<file path="src/rtl/slot_arb_pkg.sv">
package slot_arb_pkg;
  localparam int unsigned NUM_CORES = 16;
  localparam int unsigned CORE_W    = $clog2(NUM_CORES);
  localparam int unsigned TBL_DEPTH = 64;
  localparam int unsigned IDX_W     = $clog2(TBL_DEPTH);
  localparam int unsigned ENTRY_W   = 1 + 2 * CORE_W;

  typedef struct packed {
    logic              restart;
    logic [CORE_W-1:0] owner;
    logic [CORE_W-1:0] backup;
  } slot_entry_t;
endpackage

</file>
<file path="src/rtl/slot_table.sv">
module slot_table
  import slot_arb_pkg::*;
(
  input  logic               clk_i,
  input  logic               rst_ni,
  input  logic               we_i,
  input  logic [IDX_W-1:0]   waddr_i,
  input  slot_entry_t        wdata_i,
  input  logic [IDX_W-1:0]   raddr_i,
  output slot_entry_t        rdata_o
);
  slot_entry_t tbl_q [TBL_DEPTH];

  for (genvar g = 0; g < TBL_DEPTH; g++) begin : g_ent
    localparam logic [CORE_W-1:0] DefCore = CORE_W'(g % NUM_CORES);
    always_ff @(posedge clk_i or negedge rst_ni) begin
      if (!rst_ni) begin
        tbl_q[g] <= '{restart: 1'b0, owner: DefCore, backup: DefCore};
      end else if (we_i && waddr_i == IDX_W'(g)) begin
        tbl_q[g] <= wdata_i;  // whole entry in one edge
      end
    end
  end

  // read sees pre-write contents in the write cycle
  assign rdata_o = tbl_q[raddr_i];

  assert_write_R8: assert property (@(posedge clk_i) disable iff (!rst_ni)
    we_i |=> tbl_q[$past(waddr_i)] == $past(wdata_i));
endmodule

</file>
<file path="src/rtl/slot_index.sv">
module slot_index
  import slot_arb_pkg::*;
(
  input  logic             clk_i,
  input  logic             rst_ni,
  input  logic             restart_i,
  output logic [IDX_W-1:0] idx_o
);
  localparam logic [IDX_W-1:0] LastIdx = IDX_W'(TBL_DEPTH - 1);

  logic [IDX_W-1:0] idx_q;

  always_ff @(posedge clk_i or negedge rst_ni) begin
    if (!rst_ni)                          idx_q <= '0;
    else if (restart_i || idx_q == LastIdx) idx_q <= '0;
    else                                  idx_q <= idx_q + 1'b1;
  end

  assign idx_o = idx_q;

  assert_restart_R6: assert property (@(posedge clk_i) disable iff (!rst_ni)
    restart_i |=> idx_q == '0);
  assert_wrap_R7: assert property (@(posedge clk_i) disable iff (!rst_ni)
    (idx_q == LastIdx) |=> idx_q == '0);
  assert_step_R7: assert property (@(posedge clk_i) disable iff (!rst_ni)
    (!restart_i && idx_q != LastIdx) |=> idx_q == $past(idx_q) + 1'b1);
endmodule

</file>
<file path="src/rtl/slot_pick.sv">
module slot_pick
  import slot_arb_pkg::*;
(
  input  slot_entry_t           entry_i,
  input  logic [NUM_CORES-1:0]  req_i,
  output logic                  valid_o,
  output logic [CORE_W-1:0]     id_o
);
  logic own_req, bak_req;

  always_comb begin
    own_req = req_i[entry_i.owner];
    bak_req = req_i[entry_i.backup];
    valid_o = own_req | bak_req;
    if (own_req)      id_o = entry_i.owner;
    else if (bak_req) id_o = entry_i.backup;
    else              id_o = '0;
  end
endmodule

</file>
<file path="src/rtl/hub_slot_arbiter.sv">
module hub_slot_arbiter
  import slot_arb_pkg::*;
(
  input  logic                 clk_i,
  input  logic                 rst_ni,
  input  logic [NUM_CORES-1:0] req_i,
  input  logic                 tbl_we_i,
  input  logic [IDX_W-1:0]     tbl_addr_i,
  input  logic [ENTRY_W-1:0]   tbl_data_i,
  output logic                 grant_valid_o,
  output logic [CORE_W-1:0]    grant_id_o,
  output logic [NUM_CORES-1:0] grant_oh_o
);
  logic [NUM_CORES-1:0] req_q;
  logic [IDX_W-1:0]     idx;
  slot_entry_t          cur_entry;
  logic                 pick_valid;
  logic [CORE_W-1:0]    pick_id;
  logic                 valid_q;
  logic [CORE_W-1:0]    id_q;

  // stage 1: request flags
  always_ff @(posedge clk_i or negedge rst_ni) begin
    if (!rst_ni) req_q <= '0;
    else         req_q <= req_i;
  end

  slot_index i_index (
    .clk_i     (clk_i),
    .rst_ni    (rst_ni),
    .restart_i (cur_entry.restart),
    .idx_o     (idx)
  );

  slot_table i_table (
    .clk_i   (clk_i),
    .rst_ni  (rst_ni),
    .we_i    (tbl_we_i),
    .waddr_i (tbl_addr_i),
    .wdata_i (slot_entry_t'(tbl_data_i)),
    .raddr_i (idx),
    .rdata_o (cur_entry)
  );

  slot_pick i_pick (
    .entry_i (cur_entry),
    .req_i   (req_q),
    .valid_o (pick_valid),
    .id_o    (pick_id)
  );

  // stage 2: registered grant
  always_ff @(posedge clk_i or negedge rst_ni) begin
    if (!rst_ni) begin
      valid_q <= 1'b0;
      id_q    <= '0;
    end else begin
      valid_q <= pick_valid;
      id_q    <= pick_id;
    end
  end

  assign grant_valid_o = valid_q;
  assign grant_id_o    = id_q;

  for (genvar g = 0; g < NUM_CORES; g++) begin : g_oh
    assign grant_oh_o[g] = valid_q && (id_q == CORE_W'(g));
  end

  assert_owner_R3: assert property (@(posedge clk_i) disable iff (!rst_ni)
    req_q[cur_entry.owner] |=> grant_valid_o && grant_id_o == $past(cur_entry.owner));
  assert_backup_R4: assert property (@(posedge clk_i) disable iff (!rst_ni)
    (!req_q[cur_entry.owner] && req_q[cur_entry.backup])
      |=> grant_valid_o && grant_id_o == $past(cur_entry.backup));
  assert_idle_R5: assert property (@(posedge clk_i) disable iff (!rst_ni)
    (!req_q[cur_entry.owner] && !req_q[cur_entry.backup])
      |=> !grant_valid_o && grant_oh_o == '0 && grant_id_o == '0);
  assert_onehot_R10: assert property (@(posedge clk_i) disable iff (!rst_ni)
    grant_valid_o |-> $onehot(grant_oh_o) && grant_oh_o[grant_id_o]);
endmodule

</file>
<file path="config.mk">
export PLATFORM = sky130hd
export DESIGN_NAME = hub_slot_arbiter
export DESIGN_NICKNAME = d
export VERILOG_FILES = /design/src/rtl/slot_arb_pkg.sv /design/src/rtl/slot_table.sv /design/src/rtl/slot_index.sv /design/src/rtl/slot_pick.sv /design/src/rtl/hub_slot_arbiter.sv
export SDC_FILE = /design/constraint.sdc
export NUM_CORES = 1
export LEC_CHECK = 0
export ABC_AREA = 1
export BUFFER_PORTS_ARGS = -buffer_cell sky130_fd_sc_hd__buf_2
export CAP_MARGIN = 15
export CORE_MARGIN = 2
export CORE_UTILIZATION = 38
export DETAILED_ROUTE_END_ITERATION = 16
export SYNTH_ARGS = -nofsm -noshare
export SYNTH_HDL_FRONTEND = slang
export SYNTH_SLANG_ARGS = --single-unit
</file>
<file path="constraint.sdc">
create_clock -name clk_i -period 4.2 [get_ports clk_i]
set_clock_uncertainty 0.1 [all_clocks]
set_input_delay 0.21 -clock clk_i [delete_from_list [all_inputs] [get_ports clk_i]]
set_output_delay 0.21 -clock clk_i [all_outputs]
set_load 0.005 [all_outputs]
</file>
==> out/metrics.cfg <==
[global_routing]
grt_max_degree=100
grt_pass1_wl_mm=133
track_usage_pct=22.6
antenna_found_initial=2
grt_overflow=0
first_global_vias=22400

[power]
ir_worst_vdd_v=0.000456
clock_power_share_pct=30.0
power.internal_w=0.0122
swShare_pct=37.6
comb_power_share_pct=32.5
leakage_nw=13.4
switchingPower_w=0.00735
pwr_density_cell_nw_per_um2=629
p_total_w=0.0196
power.share.sequential_pct=37.5

[sta]
worst_pin_slew_ns=1.01
period_share_pct=75.6
relSlewSlack_pct=32.2
tns_ns=0
finalSetupViolations=0
fin_crit_ns=3.17
timing.final.max_slew_violations=0
fin_ws_ns=1.03
rsz0062_at_grt=false
fmax_mhz=315
final_hold_viol_count=0

[critical_path]
arrival_ns=3.56
timing.rr.start=i_index.idx_o[1]
timing.rr.end=grant_id_o[2]
path_common_cell=nand2_1
startpoint_type=flop
cp.required_ns=4.58
critPathSlowestCell=dfrtp_4
ff2ff_path_depth=14
critPathKind=flop to flop
cp_slowest_stage_delay_ns=0.65
crit_chain=buf_4, o21ai_0, o22ai_1, nand2_1, o211ai_1, nand2_1, o21ai_1, nand2_1, nand3_1, inv_1, nand3_2, nand2_2, nand2_1, o21ai_1
r2r_slack_ns=1.03
endpoint_kind=flop
cp_max_fo=47

[layout]
fillCellCount=7386
multi_input_area_um2=10900
layout-drive-gt1-share_pct=14.7
fin_nets=3356
finalNonFillerCells=4337
register_area_um2=15400
final_core_util_pct=42.7
syn_to_final_growth_pct=11.5

[route]
vias_per_cell=5.35
wl_met3_mm=5.69
top_layer=met5
drt_wl_total_mm=84.2
first_pass_iters=6
vias=23200
wl_per_cell_um=19.4
drc_errors=0
drtIter0Drc=2200
wl_met2_mm=37.9
ant_nets=0
wl_met1_mm=38.1

[floorplan]
die_area_um2=75500
core_um2=72800
start_util_pct=38.3
fp-row-count=99
die_h_um=275
ioPinCount=55
die_width_um=275

[synthesis]
synth_fp_nets=3401
yosysSeqAreaShare_pct=55.3
ys.flop_type=dfrtp_1
netlist_area_um2=27900
synth-seq-cells=603
async_reset_ff_share_pct=100
synth_edf_count=0
synth_warnings=0
avgSynthCellArea_um2=8.28
synth_cell_types=35
syn_inst=3366

[clocking]
cts_tree=yes
clk_latency_ns=0.61
cts_buffers=68
cts.sinks=603
postCtsSetupBuffers=0
htreeDepth=3
clkTransAtPathRegs_ns=0.06
cts_hold_buf=26
cts_buffer_depth=3
cts_resized=0
root_buffer=clkbuf_16

[worst_hold_path]
hold_path_depth=2
hp-class=input pin to flop
hold_path_startpoint=req_i[15]
hold-path-endpoint=req_q[15]

[placed_design]
gp_congestion=0.876
post-place-ws_ns=1.09
dp.cells=4183
portBuffers=54
hpwlAfterDp_mm=50.4

[job]
cap_violations=0

[run_status]
status=finished, final reports clean

[critical path, delay by kind of cell, from the launching register on]
kind | cells | cell delay (ns)
simple gates | 7 | 0.65
buf+inv | 2 | 0.68
compound gates | 5 | 0.96
flops | 1 | 0.65
[registers in the layout, indices dropped and copies added, names as in the netlist]
name	cells
i_table.tbl_q	576
req_q	16
i_index.idx_o	6
grant_id_o	4
grant_valid_o	1
[cells in the final DEF (no fill, tap or decap), types with 3 or more instances in the layout]
cell type and count:
clkbuf_8 15, nor3_1 3, clkbuf_16 70, dfstp_2 256, dfrtp_1 344, inv_2 14
nor2_1 238, o221ai_1 16, clkinv_1 3, o21ai_1 65, a21oi_1 56, nand2_2 5
dlygate4sd3_1 26, mux2i_1 12, o211ai_1 29, buf_2 53, nand2_1 1086, o22ai_1 41
nand3_1 184, inv_6 4, inv_1 61, clkinv_2 13, clkbuf_1 22, o21ai_0 686
nor3_2 3, buf_12 14, or2_2 3, buf_4 27, nand3_2 4
[how the worst max path moves through the flow]
stage | startpoint | end | slack, ns
2_1_floorplan | i_index.idx_o[0] | grant_id_o[1] | 2.02
3_3_place_gp | i_index.idx_o[1] | grant_id_o[2] | 1.12
3_5_place_dp | i_index.idx_o[1] | grant_id_o[2] | 1.09
4_1_cts | i_index.idx_o[1] | grant_id_o[2] | 1.07
5_1_grt | i_index.idx_o[0] | grant_id_o[2] | 0.79
6_report | i_index.idx_o[1] | grant_id_o[2] | 1.03
[power by group through the flow]
stage          combinational [W]  sequential (W)  clock (W)
3_3_place_gp             0.00626         0.00739          0
5_1_grt                  0.00708         0.00743    0.00622
4_1_cts                  0.00632         0.00732    0.00596
3_5_place_dp             0.00628         0.00740          0
2_1_floorplan            0.00460         0.00722          0
6_report                 0.00636         0.00733    0.00587
[cell type report]
type	count	area share, %
multi-input combinational	2447	35.2
antenna	1	0.00805
inverter	80	0.994
timing repair buffer	121	3.29
clock buffer	107	6.56
tap	959	3.86
sequential	603	49.6
clock inverter	19	0.479
[metrics by stage]
step           instance area, um2  hold slack, ns
2_1_floorplan               27900          -0.186
5_1_grt                     31100           0.144
3_5_place_dp                28600           0.219
4_1_cts                     31100           0.122
6_report                    31100           0.147
3_3_place_gp                28600           0.221
[cell families after synthesis]
group / share of synthesized area (%)
and+or+nand+nor: 21.8
AOI/OAI and AO/OA: 16.9
DFF: 55.3
buffers and inverters: 5.47
muxes: 0.431
xor gates and xnor gates: 0.0629
adders and majority gates: 0.0449
[cell usage after synthesis, types with 29 or more instances]
library cell | n | area [um2]
clkbuf_1 | 137 | 514
a21oi_1 | 56 | 280
o22ai_1 | 41 | 257
o21ai_0 | 686 | 3430
buf_2 | 49 | 245
inv_1 | 70 | 263
dfstp_2 | 256 | 6730
nand3_1 | 184 | 921
dfrtp_1 | 347 | 8680
o211ai_1 | 29 | 218
nand2_1 | 1086 | 4080
o21ai_1 | 65 | 325
nor2_1 | 239 | 897
[per-layer routing]
metal  vias to the layer above  GRT usage [%]
met5                         -          0.501
met4                         4           6.86
met3                       156           4.33
met2                       710           35.1
met1                     11300           31.9
li1                      11000              -
Power figures use the tool's default switching activity.
